==> config.mk <==
export PLATFORM = sky130hd
export DESIGN_NAME = lns_muldiv_sqrt
export DESIGN_NICKNAME = d
export VERILOG_FILES = /design/src/rtl/lns_pkg.sv /design/src/rtl/lns_operand_decode.sv /design/src/rtl/lns_exp_arith.sv /design/src/rtl/lns_result_pack.sv /design/src/rtl/lns_muldiv_sqrt.sv
export SDC_FILE = /design/constraint.sdc
export NUM_CORES = 1
export LEC_CHECK = 0
export ABC_AREA = 1
export BUFFER_PORTS_ARGS = -buffer_cell sky130_fd_sc_hd__buf_2
export CAP_MARGIN = 20
export CORE_MARGIN = 2
export CORE_UTILIZATION = 35
export DETAILED_ROUTE_END_ITERATION = 10
export HOLD_SLACK_MARGIN = 0.02
export PLACE_DENSITY = 0.57
export REMOVE_ABC_BUFFERS = 1
export SYNTH_ARGS = -nofsm -noshare
export SYNTH_HDL_FRONTEND = slang
export SYNTH_SLANG_ARGS = --single-unit
export TNS_END_PERCENT = 100
==> constraint.sdc <==
create_clock -name clk_i -period 0.8 [get_ports clk_i]
set_clock_uncertainty 0.15 [all_clocks]
set_input_delay 0.04 -clock clk_i [delete_from_list [all_inputs] [get_ports clk_i]]
set_output_delay 0.04 -clock clk_i [all_outputs]
set_load 0.005 [all_outputs]
==> src/rtl/lns_pkg.sv <==
package lns_pkg;

   typedef enum logic [1:0] {
      LNS_OP_MUL  = 2'b00,
      LNS_OP_DIV  = 2'b01,
      LNS_OP_SQRT = 2'b10,
      LNS_OP_RSVD = 2'b11
   } lns_op_e;

   typedef struct packed {
      logic ovf;
      logic udf;
      logic inv;
   } lns_flags_t;

endpackage

==> src/rtl/lns_operand_decode.sv <==
// Splits a logarithmic word into sign and exponent and recognises the two
// reserved codes that share the most negative exponent.
module lns_operand_decode #(
   parameter int EXP_W = 31
) (
   input  logic [EXP_W:0]   word_i,
   output logic             sign_o,
   output logic [EXP_W-1:0] exp_o,
   output logic             zero_o,
   output logic             nan_o
);
   localparam logic [EXP_W-1:0] CODE_MIN = {1'b1, {(EXP_W-1){1'b0}}};

   logic special;

   assign sign_o  = word_i[EXP_W];
   assign exp_o   = word_i[EXP_W-1:0];
   assign special = (exp_o == CODE_MIN);
   assign zero_o  = special & ~sign_o;
   assign nan_o   = special &  sign_o;
endmodule

==> src/rtl/lns_exp_arith.sv <==
// Exponent datapath: one guard bit above the field, sum/difference or
// arithmetic halving, followed by a range check against the field limits.
module lns_exp_arith
   import lns_pkg::*;
#(
   parameter int EXP_W        = 31,
   parameter bit SHARED_ADDER = 1'b1
) (
   input  lns_op_e          op_i,
   input  logic [EXP_W-1:0] ea_i,
   input  logic [EXP_W-1:0] eb_i,
   output logic [EXP_W-1:0] exp_o,
   output logic             ovf_o,
   output logic             udf_o
);
   localparam int WW = EXP_W + 1;
   localparam logic signed [WW-1:0] LIM_HI = {2'b00, {(EXP_W-1){1'b1}}};
   localparam logic signed [WW-1:0] LIM_LO = {2'b11, {(EXP_W-1){1'b0}}};

   logic signed [WW-1:0] ea_w, eb_w, addsub, halved, wide;
   logic                 is_sub;

   assign ea_w   = {ea_i[EXP_W-1], ea_i};
   assign eb_w   = {eb_i[EXP_W-1], eb_i};
   assign is_sub = (op_i == LNS_OP_DIV);
   assign halved = {ea_i[EXP_W-1], ea_i[EXP_W-1], ea_i[EXP_W-1:1]};

   generate
      if (SHARED_ADDER) begin : g_shared
         logic signed [WW-1:0] b_opnd;
         assign b_opnd = is_sub ? ~eb_w : eb_w;
         assign addsub = ea_w + b_opnd + {{EXP_W{1'b0}}, is_sub};
      end else begin : g_split
         logic signed [WW-1:0] sum_w, dif_w;
         assign sum_w  = ea_w + eb_w;
         assign dif_w  = ea_w - eb_w;
         assign addsub = is_sub ? dif_w : sum_w;
      end
   endgenerate

   assign wide  = (op_i == LNS_OP_SQRT) ? halved : addsub;
   assign ovf_o = (wide >  LIM_HI);
   assign udf_o = (wide <= LIM_LO);
   assign exp_o = wide[EXP_W-1:0];
endmodule

==> src/rtl/lns_result_pack.sv <==
// Applies the special-case priority and forms the result word and flags.
module lns_result_pack
   import lns_pkg::*;
#(
   parameter int EXP_W = 31
) (
   input  lns_op_e          op_i,
   input  logic             sa_i,
   input  logic             sb_i,
   input  logic             za_i,
   input  logic             zb_i,
   input  logic             na_i,
   input  logic             nb_i,
   input  logic [EXP_W-1:0] exp_i,
   input  logic             ovf_i,
   input  logic             udf_i,
   output logic [EXP_W:0]   word_o,
   output lns_flags_t       flags_o
);
   localparam logic [EXP_W-1:0] EXP_MIN  = {1'b1, {(EXP_W-1){1'b0}}};
   localparam logic [EXP_W-1:0] EXP_MAX  = {1'b0, {(EXP_W-1){1'b1}}};
   localparam logic [EXP_W:0]   W_ZERO   = {1'b0, EXP_MIN};
   localparam logic [EXP_W:0]   W_NAN    = {1'b1, EXP_MIN};

   logic sx;
   assign sx = sa_i ^ sb_i;

   always_comb begin
      word_o  = {sx, exp_i};
      flags_o = '0;
      if (op_i == LNS_OP_RSVD || na_i || (op_i != LNS_OP_SQRT && nb_i)) begin
         word_o      = W_NAN;
         flags_o.inv = 1'b1;
      end else if (op_i == LNS_OP_SQRT) begin
         if (za_i) begin
            word_o = W_ZERO;
         end else if (sa_i) begin
            word_o      = W_NAN;
            flags_o.inv = 1'b1;
         end else begin
            word_o = {1'b0, exp_i};
         end
      end else if (op_i == LNS_OP_DIV && zb_i) begin
         word_o      = {sa_i, EXP_MAX};
         flags_o.inv = 1'b1;
      end else if (za_i || zb_i) begin
         word_o = W_ZERO;
      end else if (ovf_i) begin
         word_o      = {sx, EXP_MAX};
         flags_o.ovf = 1'b1;
      end else if (udf_i) begin
         word_o      = W_ZERO;
         flags_o.udf = 1'b1;
      end
   end
endmodule

==> src/rtl/lns_muldiv_sqrt.sv <==
module lns_muldiv_sqrt
   import lns_pkg::*;
#(
   parameter int INT_W        = 8,
   parameter int FRAC_W       = 23,
   parameter bit REG_OUT      = 1'b1,
   parameter bit SHARED_ADDER = 1'b1,
   localparam int EXP_W       = INT_W + FRAC_W,
   localparam int W           = EXP_W + 1
) (
   input  logic         clk_i,
   input  logic         rst_ni,
   input  logic         in_valid_i,
   input  logic [1:0]   op_i,
   input  logic [W-1:0] a_i,
   input  logic [W-1:0] b_i,
   output logic         out_valid_o,
   output logic [W-1:0] result_o,
   output logic         ovf_o,
   output logic         udf_o,
   output logic         inv_o
);
   initial begin : elab_chk
      assert (INT_W >= 2)  else $error("INT_W must be at least 2");
      assert (FRAC_W >= 1) else $error("FRAC_W must be at least 1");
   end

   lns_op_e                  op;
   logic [1:0][W-1:0]        opnd;
   logic [1:0]               sgn, zro, nan;
   logic [1:0][EXP_W-1:0]    ex;
   logic [EXP_W-1:0]         ar_exp;
   logic                     ar_ovf, ar_udf;
   logic [W-1:0]             word;
   lns_flags_t               flags;

   assign op      = lns_op_e'(op_i);
   assign opnd[0] = a_i;
   assign opnd[1] = b_i;

   generate
      for (genvar i = 0; i < 2; i++) begin : g_dec
         lns_operand_decode #(.EXP_W(EXP_W)) u_dec (
            .word_i (opnd[i]),
            .sign_o (sgn[i]),
            .exp_o  (ex[i]),
            .zero_o (zro[i]),
            .nan_o  (nan[i])
         );
      end
   endgenerate

   lns_exp_arith #(.EXP_W(EXP_W), .SHARED_ADDER(SHARED_ADDER)) u_arith (
      .op_i  (op),
      .ea_i  (ex[0]),
      .eb_i  (ex[1]),
      .exp_o (ar_exp),
      .ovf_o (ar_ovf),
      .udf_o (ar_udf)
   );

   lns_result_pack #(.EXP_W(EXP_W)) u_pack (
      .op_i    (op),
      .sa_i    (sgn[0]),
      .sb_i    (sgn[1]),
      .za_i    (zro[0]),
      .zb_i    (zro[1]),
      .na_i    (nan[0]),
      .nb_i    (nan[1]),
      .exp_i   (ar_exp),
      .ovf_i   (ar_ovf),
      .udf_i   (ar_udf),
      .word_o  (word),
      .flags_o (flags)
   );

   generate
      if (REG_OUT) begin : g_reg
         logic         vld_q;
         logic [W-1:0] res_q;
         lns_flags_t   fl_q;
         always_ff @(posedge clk_i or negedge rst_ni) begin
            if (!rst_ni) begin
               vld_q <= 1'b0;
               res_q <= '0;
               fl_q  <= '0;
            end else begin
               vld_q <= in_valid_i;
               if (in_valid_i) begin
                  res_q <= word;
                  fl_q  <= flags;
               end
            end
         end
         assign out_valid_o = vld_q;
         assign result_o    = res_q;
         assign ovf_o       = fl_q.ovf;
         assign udf_o       = fl_q.udf;
         assign inv_o       = fl_q.inv;
      end else begin : g_comb
         assign out_valid_o = in_valid_i;
         assign result_o    = word;
         assign ovf_o       = flags.ovf;
         assign udf_o       = flags.udf;
         assign inv_o       = flags.inv;
      end
   endgenerate
endmodule

# Word level (Yosys, flattened, before mapping)
# Index checks and enable logic that the tools add are counted.
# op_classes
addsub	2
n_lt_le_gt_ge	2
eq_ne	6
mux	22
bitwise_logic	8
reduce_logical	5
# ops
operator	n
two-way mux 32 bit	10
== test 31 bit (second input constant)	2
adder 32 x 1 -> 32 bit	1
adder 32 bit	1
> comparator 32 x 31 -> 1 bit (second input constant)	1
less-or-equal comparator 32 x 31 -> 1 bit (second input constant)	1
NOT 31 -> 32 bit	1
two-way mux 1 bit	8
two-way mux 2 bit	4
bitwise AND 1 bit	4
== test 2 bit (second input constant)	2
logical OR 1 bit	3
== test 2 x 1 -> 1 bit (second input constant)	1
logical AND 1 bit	2
!= test 2 bit (second input constant)	1
NOT 1 bit	2
XOR 1 bit	1
# totals
reg_bits	36
input_bits	69
output_inout_bits	36

# Longest topological paths before layout
# depth
ltp_word	12
mapped_depth	26
depth_no_buf	24

# By module
# A second synthesis with hierarchy kept.
# hier_totals
cells_unflattened	1284
hier_area_um2	6956.7
# by_module_without_submodules
mod	instances	cells_per_inst	area_each_um2	seq_area_each_um2
lns_exp_arith	1	684	3444.6	0.0
lns_muldiv_sqrt	1	149	1407.6	900.9
lns_result_pack	1	271	1183.6	0.0
lns_operand_decode	2	90	460.4	0.0

# Worst setup path after synthesis
# OpenSTA, ideal clock, no wires.
# synth_timing
path_kind	input -> register
start	in op_i[1]
end	reg g_reg.res_q[1] (netlist: result_o[1])
setup_time_ns	0.117
arrival_time_ns	2.731
path_slack_ns	-2.199
path_stages	19
path_cell_list	inv_2 > nand2_1 > buf_1 > xnor2_1 > fa_1 > nand3_1 > nand2_2 > nand2_1 > nand2_2 > xor2_1 > o21ai_0 > nand4_1 > nor3_1 > nand3_2 > buf_6 > nand3_1 > nand2_1 > nand3_1 > nand2_1
# synth_via
elab_chain_cells	12
elab_cells_between_ends	22
# synth_lines
element	line_no	source
start: declaration	lns_muldiv_sqrt.sv:14	input logic [1:0] op_i,
== test 2 x 1 -> 1 bit	lns_exp_arith.sv:25, lns_result_pack.sv:43	
two-way mux 32 bit	lns_exp_arith.sv:31	assign b_opnd = is_sub ? ~eb_w : eb_w;
adder 32 bit	lns_exp_arith.sv:32	assign addsub = ea_w + b_opnd + {{EXP_W{1'b0}}, is_sub};
adder 32 x 1 -> 32 bit	lns_exp_arith.sv:32	
two-way mux 32 bit	lns_exp_arith.sv:41	assign wide = (op_i == LNS_OP_SQRT) ? halved : addsub;
less-or-equal comparator 32 x 31 -> 1 bit	lns_exp_arith.sv:43	assign udf_o = (wide <= LIM_LO);
two-way mux 32 bit	lns_result_pack.sv:51	end else if (udf_i) begin
two-way mux 32 bit	lns_result_pack.sv:48	end else if (ovf_i) begin
two-way mux 32 bit	lns_result_pack.sv:46	end else if (za_i || zb_i) begin
two-way mux 32 bit	lns_result_pack.sv:43	end else if (op_i == LNS_OP_DIV && zb_i) begin
two-way mux 32 bit	lns_result_pack.sv:34	end else if (op_i == LNS_OP_SQRT) begin
two-way mux 32 bit *	lns_result_pack.sv:31	if (op_i == LNS_OP_RSVD || na_i || (op_i != LNS_OP_SQRT && nb_i)) begin
end signal: assignment	lns_muldiv_sqrt.sv:90	res_q <= word;
end: declaration	lns_muldiv_sqrt.sv:80	logic [W-1:0] res_q;
# Every way passes the cells marked *; elsewhere a longest branch is shown, timed or not.
# A chain may end at the register's enable or synchronous reset.

# Worst setup path in the final report
# layout_timing
start	in op_i[1]
end	reg g_reg.res_q[15] (netlist: result_o[15])
# The elaborated chain is that of the path after synthesis.

==> flow_summary.ini <==
[synth]
netlist_instances = 1027
yosysWarnings = 0
avgSynthCellArea_um2 = 5.50
synthArstFlopShare = 1.00
ys_seq_elements = 36
synth-edff-count = 0
ys_seq_area_frac = 0.159
ys.flop_type = dfrtp_1
synth_cell_type_count = 38
syn-cell-area_um2 = 5650

[critical_path]
max_stage_delay_ns = 0.32
r2r_start = result_o[30]
cp-start-kind = primary input
startpoint = op_i[1]
path_class = in -> reg
cp.required_ns = 0.81
cp_max_fo = 8
endpoint_kind = flip-flop
r2r-end = result_o[30]
endpoint = result_o[15]
r2r_setup_slack_ns = -0.13
crit_slowest_cell = ha_1
r2r_cells = 3
crit_top_cell = nand2_1
arrival_ns = 2.93
crit_chain = buf_8 -> inv_8 -> nand2_8 -> buf_16 -> buf_6 -> xnor2_1 -> ha_1 -> a21oi_1 -> o21ai_0 -> nor2_1 -> nand2_1 -> a21oi_2 -> nand2_1 -> nand2_1 -> nand3_1 -> nand2_1 -> nand3_1 -> nor2_2 -> nand3_4 -> clkbuf_16 -> nand4_1 -> nand2_1 -> nand2_1 -> nand2_1

[final_layout]
final_nets = 1443
syn_to_final_growth_pct = 64.6
final_cell_mix = nand2_1 (351), buf_4 (210), inv_1 (146)
layout-drive-gt1-share = 0.399
multiInputGateArea_um2 = 4770
n_fill_cell = 1570
seqCellArea_um2 = 901
layout_commonest_cell = nand2_1
diodes = 0

[drt]
drtIter0Drc = 452
top_layer_used = met5
via_count = 7388
drc = 0
wire_per_inst_um = 14.0
via_per_inst = 4.75
dr_wl_met3_um = 769
dr.pass1.iters = 5
wl_met2_mm = 10.1
drt-total-wl_mm = 21.8
antenna_left = 0
drt-met1-wl_mm = 10.3

[die]
dieArea_um2 = 17200
coreArea_um2 = 15800
pin_count = 105
start_util = 0.357
die_x_um = 131
die_height_um = 131
rows = 46

[power]
p_per_area_nw_per_um2 = 1370
p_leak_nw = 5.30
ir_worst_vdd_v = 0.000953

[timing]
fin_crit_sh = 3.65
setup_slack_ns = -2.12
rsz0062_at_grt = yes
timing.hold.ws_ns = -0.143
max_slew_margin = 0.735
tns_ns = -76.88
fin_crit_ns = 2.92
hold_viol = 2
worst_slew_pin_slew_ns = 0.393
clock.fmax_mhz = 343
slew_viol_final = 0
finalSetupViolations = 71

[hold_path]
min_path_type = in -> reg

[cts]
h-tree-depth = 2
cts-root-buf = clkbuf_16
cts_tree = yes
numCtsBuffers = 5
cts.path.max_buffers = 2
path_clk_slew_ns = 0.05
cts.sinks = 36
ctsHoldBuffers = 1
insertion_delay_ns = 0.28

[run]
cap_violations = 0

[global_route]
track_usage = 0.240
antenna_found_initial = 1
grt-ovfl-total = 0
grt_pass1_vias = 6551
grt_pass1_wl_mm = 32.5
grt_max_degree = 37

[place]
place_hpwl_mm = 17.1
io_buffers = 104
post-place-ws_ns = -2.45
gp_congestion = 0.927

[status]
violations = negative hold slack, negative setup slack
status = complete, but fails checks
-- power by group --
| part | internal (mW) | switching [mW] | total, mW | leakage (nW) |
|---|---|---|---|---|
| registers | 2.14 | 0.154 | 2.29 | 0.458 |
| logic | 4.00 | 4.54 | 8.54 | 4.76 |
| clock network | 1.23 | 0.706 | 1.93 | 0.0766 |
| total | 7.36 | 5.40 | 12.8 | 5.30 |
-- Yosys cell counts (all sizes together), types with 5 or more instances --
library cell  number  area [um^2]
nand2            412         1570
inv              162          608
nand3             75          400
nor2              75          287
a21oi             54          274
nand4             45          282
dfrtp             36          901
ha                33          413
buf               26          174
xor2              24          210
o21ai             22          110
nor4              14         87.6
nor3              10         60.1
xnor2              9         78.8
clkbuf             8         30.0
o21bai             5         37.5
-- sequential cells by signal, indices dropped and copies added (netlist names) --
| signal | flops |
|---|---|
| ovf_o | 1 |
| out_valid_o | 1 |
| udf_o | 1 |
| inv_o | 1 |
| result_o | 32 |
-- metal layers --
metal | vias up | track usage
met5 | - | 0
met4 | 2 | 0.0770
met3 | 31 | 0.0154
met2 | 168 | 0.391
met1 | 3321 | 0.339
li1 | 3866 | -
-- worst min-delay path by stage --
| stage | cells past startpoint | slack, ns | to | startpoint |
|---|---|---|---|---|
| floorplan | 0 | -0.41 | inv_o | rst_ni |
| global placement | 2 | -0.13 | result_o[3] | rst_ni |
| detailed placement | 2 | -0.14 | result_o[3] | rst_ni |
| CTS | 2 | -0.15 | out_valid_o | in_valid_i |
| global route | 2 | -0.13 | out_valid_o | in_valid_i |
| finish | 2 | -0.14 | out_valid_o | in_valid_i |
-- layout make-up --
type                            count  share of cell area
Sequential cell                    36              0.0969
Inverter                          163              0.0669
Timing Repair Buffer              340               0.279
Clock buffer                        6              0.0149
Multi-Input combinational cell    794               0.512
Clock inverter                      2             0.00108
Tap cell                          216              0.0291
-- timing repair --
| item | CTS | global route |
|---|---|---|
| pin swaps | 8 | 76 |
| endpoints found under the hold margin | 38 | 2 |
| setup endpoints to repair | 71 | 71 |
| buffers inserted | 2 | 26 |
| gates resized for setup | 37 | 193 |
| cloned | 1 | 4 |
-- logic make-up (layout without fill, tap and decap cells) --
kind of cell               after synthesis  after routing  share of synthesized area
AOI/OAI and AO/OA                       89             89                     0.0841
xor gates and xnor gates                33             33                     0.0511
adders and majority gates               34             34                     0.0766
buffers and inverters                  197            511                      0.144
DFF                                     36             36                      0.159
and+or+nand+nor                        638            638                      0.484
-- metrics by stage --
| stage | cell area [um^2] | utilization | hold slack, ns | cells | total power, mW |
|---|---|---|---|---|---|
| 3_5_place_dp | 7910 | 0.500 | -0.136 | 1517 | 9.38 |
| 3_3_place_gp | 7910 | 0.500 | -0.135 | 1517 | 9.36 |
| 4_1_cts | 8240 | 0.521 | -0.146 | 1529 | 11.6 |
| 2_1_floorplan | 5450 | - | -0.406 | 993 | 6.13 |
| 6_report | 9300 | 0.588 | -0.143 | 1557 | 12.8 |
| 5_1_grt | 9300 | 0.588 | -0.132 | 1557 | 13.9 |
-- critical path: cells and delay by family --
family / cells / cell delay, ns
AND/OR/NAND/NOR: 14 / 1.29
XOR/XNOR: 1 / 0.12
adder cells (fa/ha/maj): 1 / 0.32
AO/OA/AOI/OAI: 3 / 0.49
buffers and inverters: 5 / 0.64
Power figures use the tool's default switching activity.
